[src/rtl/can_init_pkg.sv]
// Package: register addresses and control bit positions shared by the
// configuration-state sequencer and its bench.
package can_init_pkg;
    localparam int ADDR_W = 2;

    typedef enum logic [ADDR_W-1:0] {
        REG_CTRL   = 2'd0,
        REG_TIMING = 2'd1,
        REG_EXT    = 2'd2,
        REG_NONE   = 2'd3
    } reg_addr_e;

    localparam int CTRL_HOLD_BIT = 0;
    localparam int CTRL_CCE_BIT  = 1;
endpackage

[src/rtl/cis_ctrl.sv]
// Module: cis_ctrl
// Holds the configuration-hold flag and the change-enable flag.
// Assumes: wr_sel is an address-decoded write strobe, and bus_off is a single-cycle pulse.
// Hardware may only set the hold flag. Only a firmware write clears it.
module cis_ctrl (
    input  logic       clk,
    input  logic       rst_n,
    input  logic       wr_sel,
    input  logic [1:0] wr_bits,
    input  logic       bus_off,
    output logic       hold_o,
    output logic       cce_o
);
    import can_init_pkg::*;

    logic hold_q;
    logic cce_q;

    // Update both flags; bus-off takes priority over a firmware clear.
    always_ff @(posedge clk) begin
        if (!rst_n) begin
            hold_q <= 1'b1;
            cce_q  <= 1'b0;
        end else begin
            if (wr_sel) begin
                cce_q  <= wr_bits[CTRL_CCE_BIT];
                hold_q <= wr_bits[CTRL_HOLD_BIT] | bus_off;
            end else if (bus_off) begin
                hold_q <= 1'b1;
            end
        end
    end

    assign hold_o = hold_q;
    assign cce_o  = cce_q;

    AST_HOLD_CLEARED_BY_CPU: assert property (@(posedge clk) disable iff (!rst_n)
        $fell(hold_q) |-> $past(wr_sel && !wr_bits[CTRL_HOLD_BIT] && !bus_off));

    AST_BUS_OFF_SETS_HOLD: assert property (@(posedge clk) disable iff (!rst_n)
        bus_off |=> hold_q);
endmodule

[src/rtl/cis_cfg_reg.sv]
// Module: cis_cfg_reg
// A single bit-timing configuration register that loads only while unlocked.
// Assumes: wr_sel is already decoded for this register's address, and unlock
// reflects the control flags as they stand before the write.
module cis_cfg_reg #(
    parameter int               WIDTH   = 16,
    parameter logic [WIDTH-1:0] RST_VAL = '0
) (
    input  logic             clk,
    input  logic             rst_n,
    input  logic             wr_sel,
    input  logic             unlock,
    input  logic [WIDTH-1:0] wr_val,
    output logic [WIDTH-1:0] q_o
);
    logic [WIDTH-1:0] q;

    // Load the new value only on an unlocked write to this register.
    always_ff @(posedge clk) begin
        if (!rst_n) begin
            q <= RST_VAL;
        end else if (wr_sel && unlock) begin
            q <= wr_val;
        end
    end

    assign q_o = q;

    AST_LOCKED_STABLE: assert property (@(posedge clk) disable iff (!rst_n)
        !unlock |=> $stable(q));
    AST_UNSELECTED_STABLE: assert property (@(posedge clk) disable iff (!rst_n)
        !wr_sel |=> $stable(q));
endmodule

[src/rtl/cis_idle_detect.sv]
// Module: cis_idle_detect
// Counts consecutive recessive samples after the hold flag is released. It
// grants bus participation once IDLE_BITS recessive bits have been seen in a row.
// Assumes: sample_stb pulses once per bit time, and rx_bit is 1 for recessive.
module cis_idle_detect #(
    parameter int IDLE_BITS = 11
) (
    input  logic clk,
    input  logic rst_n,
    input  logic hold_i,
    input  logic sample_stb,
    input  logic rx_bit,
    output logic join_o
);
    localparam int CNT_W = $clog2(IDLE_BITS + 1);
    localparam logic [CNT_W-1:0] LAST = CNT_W'(IDLE_BITS - 1);
    localparam logic [CNT_W-1:0] FULL = CNT_W'(IDLE_BITS);

    logic [CNT_W-1:0] cnt;
    logic             join_q;

    // Run the recessive-bit counter; hold or reset clears both count and grant.
    always_ff @(posedge clk) begin
        if (!rst_n || hold_i) begin
            cnt    <= '0;
            join_q <= 1'b0;
        end else if (!join_q && sample_stb) begin
            if (!rx_bit) begin
                cnt <= '0;
            end else begin
                cnt <= cnt + 1'b1;
                if (cnt == LAST) begin
                    join_q <= 1'b1;
                end
            end
        end
    end

    // Grant falls in the same cycle the hold flag rises.
    assign join_o = join_q & ~hold_i;

    AST_NO_OVERFLOW: assert property (@(posedge clk) disable iff (!rst_n)
        cnt <= FULL);
    AST_JOIN_ON_STROBE: assert property (@(posedge clk) disable iff (!rst_n)
        $rose(join_q) |-> $past(sample_stb && rx_bit && !hold_i));
    AST_DOMINANT_RESTARTS: assert property (@(posedge clk) disable iff (!rst_n)
        (!hold_i && !join_q && sample_stb && !rx_bit) |=> (cnt == '0));
    AST_HOLD_DROPS_GRANT: assert property (@(posedge clk) disable iff (!rst_n)
        hold_i |=> (!join_q && cnt == '0));
    AST_JOIN_STICKY: assert property (@(posedge clk) disable iff (!rst_n)
        (join_q && !hold_i) |=> join_q);
endmodule

[src/rtl/can_init_seq.sv]
// Module: can_init_seq (top)
// Sequences entry into and exit from a CAN controller's configuration state.
// It decodes CPU register writes, gates the timing registers on both control
// flags, forces TX recessive while holding, and gates bus participation on idle detection.
// Assumes: all inputs are synchronous to clk.
module can_init_seq #(
    parameter int                  TIMING_W   = 16,
    parameter int                  EXT_W      = 4,
    parameter int                  IDLE_BITS  = 11,
    parameter logic [TIMING_W-1:0] TIMING_RST = 16'h2301,
    parameter logic [EXT_W-1:0]    EXT_RST    = '0
) (
    input  logic                clk,
    input  logic                rst_n,
    input  logic                wr_en,
    input  logic [1:0]          wr_addr,
    input  logic [TIMING_W-1:0] wr_data,
    input  logic                bus_off_evt,
    input  logic                sample_stb,
    input  logic                rx_bit,
    output logic                tx_force_rec,
    output logic                bus_join,
    output logic [TIMING_W-1:0] timing_q,
    output logic [EXT_W-1:0]    tx_ext_q
);
    import can_init_pkg::*;

    logic sel_ctrl;
    logic sel_timing;
    logic sel_ext;
    logic hold;
    logic cce;
    logic unlock;

    // Decode the write address into per-register strobes.
    always_comb begin
        sel_ctrl   = wr_en && (wr_addr == REG_CTRL);
        sel_timing = wr_en && (wr_addr == REG_TIMING);
        sel_ext    = wr_en && (wr_addr == REG_EXT);
    end

    assign unlock = hold & cce;

    cis_ctrl u_ctrl (
        .clk     (clk),
        .rst_n   (rst_n),
        .wr_sel  (sel_ctrl),
        .wr_bits (wr_data[1:0]),
        .bus_off (bus_off_evt),
        .hold_o  (hold),
        .cce_o   (cce)
    );

    cis_cfg_reg #(.WIDTH(TIMING_W), .RST_VAL(TIMING_RST)) u_timing (
        .clk    (clk),
        .rst_n  (rst_n),
        .wr_sel (sel_timing),
        .unlock (unlock),
        .wr_val (wr_data),
        .q_o    (timing_q)
    );

    cis_cfg_reg #(.WIDTH(EXT_W), .RST_VAL(EXT_RST)) u_ext (
        .clk    (clk),
        .rst_n  (rst_n),
        .wr_sel (sel_ext),
        .unlock (unlock),
        .wr_val (wr_data[EXT_W-1:0]),
        .q_o    (tx_ext_q)
    );

    cis_idle_detect #(.IDLE_BITS(IDLE_BITS)) u_idle (
        .clk        (clk),
        .rst_n      (rst_n),
        .hold_i     (hold),
        .sample_stb (sample_stb),
        .rx_bit     (rx_bit),
        .join_o     (bus_join)
    );

    assign tx_force_rec = hold;

    AST_JOIN_FALLS_WITH_HOLD: assert property (@(posedge clk) disable iff (!rst_n)
        $rose(tx_force_rec) |-> !bus_join);
    AST_NO_JOIN_WHILE_HOLD: assert property (@(posedge clk) disable iff (!rst_n)
        tx_force_rec |-> !bus_join);
endmodule

[config.mk]
export PLATFORM = sky130hd
export DESIGN_NAME = can_init_seq
export DESIGN_NICKNAME = d
export VERILOG_FILES = /design/src/rtl/can_init_pkg.sv /design/src/rtl/cis_ctrl.sv /design/src/rtl/cis_cfg_reg.sv /design/src/rtl/cis_idle_detect.sv /design/src/rtl/can_init_seq.sv
export SDC_FILE = /design/constraint.sdc
export NUM_CORES = 1
export LEC_CHECK = 0
export ABC_AREA = 1
export BUFFER_PORTS_ARGS = -buffer_cell sky130_fd_sc_hd__buf_4
export CAP_MARGIN = 10
export CORE_MARGIN = 3
export CORE_UTILIZATION = 44
export CTS_BUF_LIST = sky130_fd_sc_hd__clkbuf_4 sky130_fd_sc_hd__clkbuf_8
export CTS_CLUSTER_DIAMETER = 50
export DETAILED_ROUTE_END_ITERATION = 12
export HOLD_SLACK_MARGIN = 0.08
export PLACE_DENSITY = 0.79
export SLEW_MARGIN = 10
export SYNTH_ARGS = -nofsm -noshare
export SYNTH_HDL_FRONTEND = slang
export SYNTH_SLANG_ARGS = --single-unit
[constraint.sdc]
create_clock -name clk -period 1.2 [get_ports clk]
set_clock_uncertainty 0.15 [all_clocks]
set_input_delay 0.12 -clock clk [delete_from_list [all_inputs] [get_ports clk]]
set_output_delay 0.12 -clock clk [all_outputs]
set_load 0.02 [all_outputs]
Word level (Yosys, flattened, before mapping)
Cells that the tools add are included.

word-level totals
  output and inout port bits = 22
  register bits = 27
  input port bits = 24
  word-level logic and storage cells = 29

cells by class
  bitwise operators = 4
  mux-type cells = 3
  reduce and logical (&&, ||, !) cells = 12
  equal/unequal tests = 3
  add/sub/neg operators = 1

operator list
  cell                                                  number
  logical AND 1 bit                                     6
  adder 4 x 1 -> 4 bit (second input constant)          1
  equality test 4 bit (second input constant)           1
  2-to-1 mux 4 bit                                      1
  AND reduction 3 bit                                   1
  AND 1 bit                                             2
  equality test 2 x 1 -> 1 bit (second input constant)  1
  equality test 2 bit (second input constant)           1
  zero test 1 bit                                       2
  zero test 2 bit                                       1
  2-to-1 mux 1 bit                                      2
  nonzero test 2 bit                                    1
  logical OR 1 bit                                      1
  inverter 1 bit                                        1
  bitwise OR 1 bit                                      1

Logic depth before layout (Yosys ltp)
Gate-level depths: netlist (run 1).

  depth after elaboration = 3
  gate-level depth with buffers = 7

Modules after synthesis
Synthesis (run 1) repeated with hierarchy kept, for this count alone.

second synthesis, totals
  cell total of the unflattened synthesis = 177
  area total of the unflattened synthesis = 1189.9 um^2

by module, submodules not included
  module                  area an instance (um^2)  cells each  instances
  cis_cfg_reg (u_timing)  638.1                    93          1
  cis_idle_detect         274.0                    37          1
  cis_cfg_reg (u_ext)     161.4                    25          1
  cis_ctrl                82.6                     13          1
  can_init_seq            33.8                     9           1

Least setup slack after synthesis (run 1)
No wires, ideal clock.

  kind = register to register
  start point = reg u_ctrl.hold_q, in the netlist u_ctrl.hold_o
  end point = reg u_timing.q[2], in the netlist u_timing.q_o[2]
  clock period less this slack = 1349 ps
  data required time = 937 ps
  slack = -149 ps
  setup time = 113 ps
  arrival time = 1086 ps
  cell stages (with the launch flop) = 7
  buffers on the path = 1
  path through = dfxtp_1 -> nand2_2 -> nor2_4 -> nand2_4 -> buf_6 -> o21ai_1 -> nor2_1

on the way
  longest elaborated chain between the ends = 2

ends and longest elaborated chain
  item                      RTL line            text
  start: declaration        cis_ctrl.sv:16      logic hold_q;
  start signal: assignment  cis_ctrl.sv:27      hold_q <= wr_bits[CTRL_HOLD_BIT] | bus_off;
  AND 1 bit                 can_init_seq.sv:42  assign unlock = hold & cce;
  logical AND 1 bit         cis_cfg_reg.sv:22   end else if (wr_sel && unlock) begin
  end signal: assignment    cis_cfg_reg.sv:23   q <= wr_val;
  end: declaration          cis_cfg_reg.sv:16   logic [WIDTH-1:0] q;

Every way passes these cells.
A chain may end at the register's enable or synchronous reset.

Final worst setup path (run 1)
  start point = reg u_ctrl.hold_q, in the netlist u_ctrl.hold_o
  end point = reg u_timing.q[3], in the netlist u_timing.q_o[3]

Same word-level chain as after synthesis.

==> results of run 1 <==
==> kinds of logic after synthesis <==
group	share of synthesized area
AOI/OAI and AO/OA	0.0956
and+or+nand+nor	0.310
adders and majority gates	0.0222
buffers and inverters	0.0922
DFF	0.480
==> power by group through the flow <==
stage | sequential, µW | clock [µW] | combinational [µW]
global placement | 933 | 0 | 163
global route | 917 | 445 | 282
detailed placement | 933 | 0 | 167
floorplan | 944 | 0 | 65.9
finish | 915 | 415 | 260
CTS | 913 | 414 | 225
==> routing by layer <==
layer / part of all wire / routed length [µm] / up-vias
met5: 0 / 0 / -
met4: 0.017 / 56 / 0
met3: 0.065 / 214 / 6
met2: 0.52 / 1710 / 43
met1: 0.40 / 1320 / 568
li1: - / - / 626
==> sequential cells by signal (all words and copies together) (netlist names) <==
| register | flops |
|---|---|
| u_timing.q_o | 16 |
| u_ext.q_o | 4 |
| u_idle.cnt | 4 |
| u_ctrl.cce_o | 1 |
| u_ctrl.hold_o | 1 |
| u_idle.join_q | 1 |
==> synthesized netlist by cell type <==
cell	instances
inv_2	1
clkbuf_1	2
o21ai_0	10
nor3_1	1
nand2_2	1
nand4_1	5
buf_6	1
ha_1	2
nand3b_1	1
nor2_4	1
o211ai_1	2
nand2_4	1
inv_6	1
nor2_2	3
nand2_1	21
dfxtp_1	27
a21oi_1	2
nor2_1	41
inv_1	14
a21boi_0	1
buf_12	1
nand3_1	5
o21ai_1	5
==> worst max path at each step <==
stage,from,endpoint,slack (ns),cells after the start
finish,u_ctrl.hold_o$_SDFFE_PN1P_,u_timing.q_o[3]$_SDFFE_PN0P_,-0.07,6
detailed placement,u_ctrl.hold_o$_SDFFE_PN1P_,u_timing.q_o[6]$_SDFFE_PN0P_,-0.01,6
global placement,u_idle.join_q$_SDFFE_PP0P_,u_idle.cnt[1]$_SDFFE_PP0P_,0.0008,4
global route,u_ctrl.hold_o$_SDFFE_PN1P_,u_timing.q_o[3]$_SDFFE_PN0P_,-0.13,6
floorplan,u_ctrl.hold_o$_SDFFE_PN1P_,u_timing.q_o[2]$_SDFFE_PN0P_,0.008,6
CTS,u_ctrl.hold_o$_SDFFE_PN1P_,bus_join,-0.02,2
==> cell usage in the layout (no fill, tap or decap), types with 4 or more instances in the layout <==
cell,synthesis,layout
nor2_2,3,5
nand3_1,5,5
o21ai_2,0,7
nand2_1,21,20
o21ai_1,5,7
nand4_1,5,5
dfxtp_1,27,23
clkbuf_4,0,4
buf_4,0,47
nor2_1,41,37
dlygate4sd3_1,0,21
inv_1,14,13
==> stage by stage <==
stage	instances	worst slack [ns]	total power (µW)	hold slack (ns)	setup TNS, ns
finish	251	-0.0726	1590	-0.0163	-0.514
global route	251	-0.129	1640	-0.00800	-1.70
CTS	245	-0.0194	1550	-0.0645	-0.0253
detailed placement	220	-0.0123	1100	0.173	-0.0167
global placement	220	0.000828	1100	0.171	0
floorplan	149	0.00814	1010	0.0832	0
==> area by class of cell <==
| class | count | area share |
|---|---|---|
| repair buffers | 70 | 0.319 |
| multi-input cells | 105 | 0.308 |
| flip-flops and latches | 27 | 0.294 |
| inverters | 16 | 0.0390 |
| well taps | 28 | 0.0188 |
| clock buffers | 4 | 0.0161 |
| repair inverters | 1 | 0.00470 |
==> critical path: stages, from the launching register on <==
cell and delay, ns:
dfxtp_4 0.40, nand2_4 0.06, nor2_4 0.13, buf_6 0.15, nand2_4 0.08, o21ai_2 0.15
nor2_1 0.06
==> what timing repair did <==
action / CTS / global route
gates cloned: 1 / 3
hold endpoints to repair: 27 / 7
setup endpoints to repair: 15 / 27
hold buffers: 20 / 1
buffers inserted: 0 / 2
resized for setup: 13 / 20
pin swaps: 0 / 1
==> summary.txt, run 1 <==
Status
  – Status: finished with violations
  – Violated checks: hold timing, setup timing

Logic synthesis
  – Synth warn: 0
  – Dominant cells by area after synthesis: dfxtp_1 48%, nor2_1 14%, nand2_1 7.0%
  – Gate Count Post-Synth: 149
  – Post-synthesis sequential area ratio: 0.480
  – Post-synth cell types: 23
  – Synth Net Count: 175
  – Mean post-synth cell area: 7.56 µm²
  – Synth top area share: 0.480
  – Synth area leader: dfxtp_1
  – Seq cells post-synth: 27
  – Cell Area, Synth: 1130 µm²

Routing
  – TritonRoute pass-1 iters: 4
  – Initial DRC count: 40
  – WL final: 3310 µm
  – Number of vias per cell: 4.95
  – WL per Instance: 13.2 µm
  – DR vias: 1243
  – DRC viols: 0
  – Post-route ant nets: 0

Global routing
  – Vias in the first global route: 1158
  – Met3 Usage GRT: 0.0598
  – GRT Resource Usage Total: 0.191
  – Total gr overflow: 0
  – Met1 Use GR: 0.212
  – First-pass GRT wire length: 4900 µm
  – Grt peak-use layer: met2
  – Largest net degree at the start of global routing: 22
  – GR Util met2: 0.333
  – Initial antenna violation count: 0

Critical path
  – FF-to-FF End: u_timing.q_o[3]$_SDFFE_PN0P_
  – R2r worst-path depth: 6
  – Critical Path RT: 1.28 ns
  – Worst reg2reg setup slack: -0.07 ns
  – Startpoint Class: flop
  – R2r startpoint: u_ctrl.hold_o$_SDFFE_PN1P_
  – Critical Path Sink Type: flop
  – Worst Path Max Fanout: 5
  – Crit path DAT: 1.35 ns
  – CP Class: reg2reg

Power
  – LEAKAGE: 0.000878 µW
  – Share of power burned in registers: 0.575
  – Sw Share: 0.245
  – NetSw: 390 µW
  – Power per Cell Area: 854 nW/µm²
  – Logic pwr share: 0.164
  – Clock share of power: 0.261
  – P_int: 1200 µW
  – Max VDD drop: 0.870 mV

Clock network
  – CTS tree: done
  – Clock tree root driver cell: clkbuf_4
  – Worst-path clk slew: 0.13 ns
  – Clock Sinks: 27
  – Clock Latency Late Sink: 0.33 ns
  – H-tree depth: 1
  – CTS Buf Count: 3
  – Clock Tree Buf Depth: 2

Finish
  – FF+latch area: 548 µm²
  – Final core occ: 0.803
  – Area growth syn-to-layout: 65.3%
  – Layout Nets: 250
  – Filler Cells Inserted: 135
  – Final instance area: 1860 µm²
  – Antenna diodes: 0
  – Share of layout cells above drive strength 1: 0.368
  – Area of the multi-input gates: 573 µm²

Floorplanning
  – Die span in x: 56.6 µm
  – Core Box Area: 2320 µm²
  – Die height: 56.6 µm
  – IO Pins: 46
  – Die Area: 3200 µm²
  – Initial Util: 0.486
  – FP Rows: 17

STA
  – Worst-Margin Slew: 0.537 ns
  – RSZ-0062 raised after global routing: yes
  – Final Hold Fails: 3
  – Max Freq: 0.786 GHz
  – Relative slew slack: 0.641
  – Setup WS post-layout: -0.0726 ns
  – Max-slew violations: 0
  – Period utilization: 1.06
  – Tmin final: 1.27 ns
  – Final hold slack: -0.0163 ns
  – Setup violators final: 17

Flow run
  – Max-Cap Viols: 0

Worst hold path
  – Hold depth: 4
  – Hold crit path type: in2reg
  – Min-Delay Endpoint: u_ext.q_o[1]$_SDFFE_PN0P_
  – Min-Delay Startpoint: wr_addr[1]

Placement
  – Placed cell areas: 1480 µm²
  – Half-perimeter wire length after detailed placement: 1910 µm
  – Final Wtd Congestion: 0.805
  – IO Port Bufs: 45
Power figures use the tool's default switching activity.
==> inputs of run 2 (changes only) <==
CORE_UTILIZATION = 40   (was 44)
PLACE_DENSITY = 0.73   (was 0.79)
==> summary.txt, run 2 (same netlist as run 1, synthesis figures left out) <==
Floorplanning
  – IO Pins: 46 (unchanged)
  – Initial Util: 0.439 (-0.0471)
  – Die Area: 3490 µm² (+8.9%)
  – Core Box Area: 2570 µm² (+11%)
  – Die height: 59.1 µm (+4.4%)
  – Die span in x: 59.1 µm (+4.4%)
  – FP Rows: 18 (+1)

Finish
  – Area growth syn-to-layout: 70.4%
  – Max FFs per register: 16 (unchanged)
  – Commonest non-fill, non-tap cell in the layout: buf_4
  – Commonest non-fill, non-tap cells in the layout: 46 x buf_4, 32 x nor2_1, 23 x dlygate4sd3_1
  – Filler Cells Inserted: 183 (+36%)
  – Layout Nets: 251 (+0.40%)
  – Final std cells w/o fill: 254 (+1.2%)
  – Antenna diodes: 0 (unchanged)
  – Share of layout cells above drive strength 1: 0.402 (+0.0341)

Routing
  – WL final: 3350 µm (+1.4%)
  – WL per Instance: 13.2 µm (+0.19%)
  – TritonRoute pass-1 iters: 4 (unchanged)
  – Initial DRC count: 33 (-18%)
  – DR vias: 1258 (+1.2%)
  – Number of vias per cell: 4.95 (about the same)
  – DRC viols: 0 (unchanged)
  – Post-route ant nets: 0 (unchanged)

Power
  – P_int: 1180 µW (-2.1%)
  – Clock share of power: 0.252 (-0.009)
  – Share of power burned in registers: 0.580 (+0.005)
  – Logic pwr share: 0.168 (+0.004)
  – Power per Cell Area: 823 nW/µm² (-3.6%)
  – Sw Share: 0.256 (+0.0108)
  – Max VDD drop: 0.718 mV (-17%)
  – NetSw: 405 µW (+3.7%)
  – LEAKAGE: 0.000882 µW (+0.40%)

STA
  – Period utilization: 1.04 (-0.0196)
  – Max Freq: 0.801 GHz (+1.9%)
  – Tmin final: 1.25 ns (-0.0235 ns)
  – Relative slew slack: 0.578 (-0.0638)
  – Setup WS post-layout: -0.0491 ns (+0.0235 ns)
  – Max-slew violations: 0 (unchanged)
  – Worst-Margin Slew: 0.633 ns (+0.0956 ns)
  – Final Hold Fails: 0 (-3)
  – Setup violators final: 17 (unchanged)
  – RSZ-0062 raised after global routing: yes

Global routing
  – Vias in the first global route: 1175 (+1.5%)
  – GRT Resource Usage Total: 0.184 (-0.00652)
  – First-pass GRT wire length: 4910 µm (+0.12%)
  – Total gr overflow: 0 (unchanged)
  – Initial antenna violation count: 0 (unchanged)
  – Largest net degree at the start of global routing: 22 (unchanged)

Critical path
  – Critical Path Sink Type: flop
  – Crit path DAT: 1.37 ns (+0.02 ns)
  – Worst Path Max Fanout: 8 (+3)
  – CP Class: reg2reg
  – Critical Path Source: u_ctrl.hold_o$_SDFFE_PN1P_
  – Startpoint Class: flop
  – R2r startpoint: u_ctrl.hold_o$_SDFFE_PN1P_
  – Critical Path RT: 1.32 ns (+0.04 ns)

Placement
  – Half-perimeter wire length after detailed placement: 1990 µm (+4.1%)
  – IO Port Bufs: 45 (unchanged)
  – Final Wtd Congestion: 0.807 (+0.15%)
  – Setup WS pre-CTS: 0.00709 ns (+0.0194 ns)
  – Placed insts: 222 (+0.91%)

Clock network
  – Clock Latency Late Sink: 0.32 ns (about the same)
  – Clock Tree Buf Depth: 2 (unchanged)
  – Clock Sinks: 27 (unchanged)
  – CTS Buf Count: 3 (unchanged)
  – Worst-path clk slew: 0.15 ns (+0.02 ns)
  – H-tree depth: 1 (unchanged)
  – CTS tree: done
  – Clock tree root driver cell: clkbuf_4

Status
  – Status: finished with violations
  – Violated checks: setup timing

Worst hold path
  – Min-Delay Startpoint: wr_addr[1]
  – Hold crit path type: in2reg

Flow run
  – Max-Cap Viols: 0 (unchanged)
[run 2: cell count changes in the layout (fill, tap and decap cells not counted), sizes merged]
cell and change:
dlygate4sd3 +2, inv -1, clkinv +2, buf -1, clkbuf -1
[run 2: path summary, 6_finish.rpt]
check                                  to  slack [ns]  depth (start not counted)
min          u_timing.q_o[0]$_SDFFE_PN1P_        0.10                          4
min reg2reg    u_idle.cnt[3]$_SDFFE_PP0P_        0.33                          2
max          u_timing.q_o[3]$_SDFFE_PN0P_       -0.05                          7
max reg2reg  u_timing.q_o[3]$_SDFFE_PN0P_       -0.05                          7
[run 2: power groups by stage]
stage	Sequential, µW	Combinational [µW]	Clock (µW)
2_1_floorplan	944	65.9	0
3_3_place_gp	933	164	0
3_5_place_dp	933	167	0
4_1_cts	914	225	403
5_1_grt	918	288	450
6_report	916	266	399
[run 2: layout make-up]
class | count | area [µm²] | share of cell area
multi-input cells | 105 | 609 | 0.317
repair buffers | 71 | 607 | 0.316
flip-flops and latches | 27 | 549 | 0.286
inverters | 16 | 72.6 | 0.0378
well taps | 30 | 37.5 | 0.0196
clock buffers | 3 | 22.5 | 0.0117
repair inverters | 1 | 16.3 | 0.00847
clock inverters | 1 | 5.00 | 0.00261
[run 2: critical path, cell delays in order (launching register included)]
cell	delay [ns]
dfxtp_4	0.41
nand2_4	0.06
nor2_4	0.10
buf_12	0.14
nand2_8	0.09
clkinv_8	0.11
nor2_2	0.04
nor2_1	0.10
[run 2: what timing repair did]
item / CTS / global route
buffers inserted: 0 / 1
cloned: 1 / 3
gates resized for setup: 14 / 33
endpoints found under the setup margin: 16 / 24
pin swaps: 0 / 7
hold endpoints to repair: 27 / 6
hold buffers: 20 / 3
[run 2: through the flow]
stage	setup TNS [ns]	power, µW	hold slack [ns]	area [µm²]	util
floorplan	0	1010	0.0832	1130	-
global placement	0	1100	0.170	1480	0.577
detailed placement	0	1100	0.180	1480	0.577
CTS	-0.0417	1540	-0.0724	1740	0.676
global route	-1.65	1660	0.112	1920	0.748
finish	-0.409	1580	0.103	1920	0.748
[run 2: metal layers]
metal | global-route usage | wire length (µm)
met3 | 0.0370 | 198
met2 | 0.326 | 1780
met4 | 0.0906 | 63
met5 | 0 | 0
met1 | 0.208 | 1310
==> inputs of run 3 (changes only) <==
GPL_TIMING_DRIVEN = 0   (was unset)
==> summary.txt, run 3 (same netlist as run 1, synthesis figures left out) <==
Critical path
  – Crit path DAT: 1.30 ns (-0.07 ns)
  – CP peak stage delay: 0.39 ns (-0.02 ns)
  – CP cell instances: nand2_4 -> nor2_4 -> nand2_4 -> clkinv_4 -> buf_12 -> nand2_2 -> nand3_1
  – Buf/Inv on CP: 2 (unchanged)
  – Critical Path RT: 1.26 ns (-0.06 ns)
  – Worst Path Max Fanout: 10 (+2)
  – CP dominant cell by count: nand2_4
  – Startpoint Class: flop
  – Critical Path Sink Type: flop
  – CP Class: reg2reg
  – Family with the most delay on the worst path: flip-flops
  – Crit-path slowest cell: dfxtp_4

STA
  – Relative slew slack: 0.644 (+0.0663)
  – Setup violators final: 14 (-3)
  – Max-slew violations: 0 (unchanged)
  – Tmin final: 1.24 ns (-0.00529 ns)
  – Setup WS post-layout: -0.0438 ns (+0.00529 ns)
  – RSZ-0062 raised after global routing: yes
  – Final Hold Fails: 3 (+3)
  – Worst-Margin Slew: 0.534 ns (-0.0988 ns)
  – Max Freq: 0.804 GHz (+0.43%)
  – Period utilization: 1.04 (-0.00441)
  – Final hold slack: -0.0215 ns (-0.124 ns)

Flow run
  – Max-Cap Viols: 0 (unchanged)

Power
  – Power per Cell Area: 832 nW/µm² (+1.0%)
  – Max VDD drop: 1.04 mV (+45%)
  – LEAKAGE: 0.000877 µW (-0.50%)

Routing
  – WL per Instance: 13.0 µm (-1.6%)
  – TritonRoute pass-1 iters: 4 (unchanged)
  – Initial DRC count: 35 (+6.1%)
  – DR vias: 1233 (-2.0%)
  – Number of vias per cell: 4.85 (-2.0%)
  – DRC viols: 0 (unchanged)
  – Post-route ant nets: 0 (unchanged)
  – WL final: 3300 µm (-1.6%)

Status
  – Status: finished with violations
  – Violated checks: hold timing, setup timing

Clock network
  – Clock Latency Late Sink: 0.32 ns (about the same)
  – H-tree depth: 1 (unchanged)
  – Clock tree root driver cell: clkbuf_4
  – CTS Buf Count: 3 (unchanged)
  – Clock Tree Buf Depth: 2 (unchanged)
  – Clock Sinks: 27 (unchanged)
  – CTS tree: done
  – Worst-path clk slew: 0.13 ns (-0.02 ns)

Global routing
  – Total gr overflow: 0 (unchanged)
  – Largest net degree at the start of global routing: 15 (-32%)
  – First-pass GRT wire length: 5310 µm (+8.2%)
  – GRT Resource Usage Total: 0.200 (+0.0158)
  – Initial antenna violation count: 0 (unchanged)
  – Vias in the first global route: 1214 (+3.3%)

Finish
  – Final core occ: 0.737 (-0.0102)
  – Commonest non-fill, non-tap cells in the layout: 47 x buf_4, 35 x nor2_1, 22 x dfxtp_1
  – Area growth syn-to-layout: 68.1%
  – Antenna diodes: 0 (unchanged)
  – Share of layout cells above drive strength 1: 0.406 (+0.00446)
  – Filler Cells Inserted: 198 (+8.2%)
  – Max FFs per register: 16 (unchanged)
  – Layout Nets: 251 (unchanged)
  – Commonest non-fill, non-tap cell in the layout: buf_4

Placement
  – IO Port Bufs: 45 (unchanged)
  – Final Wtd Congestion: 0.812 (+0.71%)
  – Half-perimeter wire length after detailed placement: 2050 µm (+2.8%)

Floorplanning
  – FP Rows: 18 (unchanged)
  – Die height: 59.1 µm (unchanged)
  – Initial Util: 0.439 (unchanged)
  – IO Pins: 46 (unchanged)
  – Core Box Area: 2570 µm² (unchanged)
  – Die Area: 3490 µm² (unchanged)
  – Die span in x: 59.1 µm (unchanged)

Worst hold path
  – Hold crit path type: in2reg
==> run 3: changes by cell type in the layout (fill, tap and decap cells not counted), sizes merged <==
cell / change
nand2: -2
clkinv: -2
clkbuf: +3
dlygate4sd3: -2
buf: +3
==> run 3: metal layers <==
layer / global-route usage / routed length, µm / share of wire / vias up
met1: 0.205 / 1280 / 0.39 / 564
met3: 0.0675 / 212 / 0.064 / 6
met5: 0 / 0 / 0 / -
met4: 0.0485 / 44 / 0.013 / 0
li1: - / - / - / 624
met2: 0.383 / 1760 / 0.53 / 39
==> run 3: final cells by class <==
cell class                 instances  area, µm²  share of cell area
tap                               30       37.5              0.0198
buffer                             4       38.8              0.0205
inverter                          16       65.1              0.0344
clock buffer                       4       30.0              0.0159
timing repair buffer              70        594               0.314
sequential                        27        549               0.290
multi-input combinational        103        578               0.305
==> run 3: repair_timing <==
item / in CTS / in global routing
endpoints found under the hold margin: 27 / 10
setup buffers: 3 / 0
pin swaps: 5 / 5
gates cloned: 2 / 0
setup endpoints to repair: 17 / 25
resized for setup: 14 / 25
hold buffers: 20 / 1
==> run 3: path summary, 6_finish.rpt <==
kind	slack (ns)	endpoint	from	cells past startpoint
setup / recovery	-0.04	u_timing.q_o[13]$_SDFFE_PN1P_	u_ctrl.hold_o$_SDFFE_PN1P_	7
hold / removal	-0.02	u_ext.q_o[2]$_SDFFE_PN0P_	wr_addr[1]	4
setup reg to reg	-0.04	u_timing.q_o[13]$_SDFFE_PN1P_	u_ctrl.hold_o$_SDFFE_PN1P_	7
hold reg to reg	0.32	u_idle.cnt[3]$_SDFFE_PP0P_	u_idle.cnt[3]$_SDFFE_PP0P_	2
==> run 3: stage by stage <==
| stage | area (µm²) | total power, µW | std cells | worst slack, ns | TNS, ns |
|---|---|---|---|---|---|
| 6_report | 1890 | 1570 | 254 | -0.0438 | -0.252 |
| 5_1_grt | 1890 | 1670 | 254 | -0.111 | -1.80 |
| 4_1_cts | 1810 | 1570 | 253 | -0.0577 | -0.495 |
| 3_5_place_dp | 1510 | 1100 | 224 | -0.0638 | -0.199 |
| 3_3_place_gp | 1510 | 1100 | 224 | -0.00461 | -0.0125 |
| 2_1_floorplan | 1130 | 1010 | 149 | 0.00814 | 0 |
==> run 3: worst register-to-register path, delay by kind of cell (launching register included) <==
| family | cells | cell delay, ns |
|---|---|---|
| and+or+nand+nor | 5 | 0.36 |
| buffers and inverters | 2 | 0.22 |
| DFF | 1 | 0.39 |
==> run 3: report_power, final <==
part | internal (µW) | switching (µW)
registers | 907 | 8.90
clock network | 153 | 254
logic | 138 | 113
total | 1200 | 377
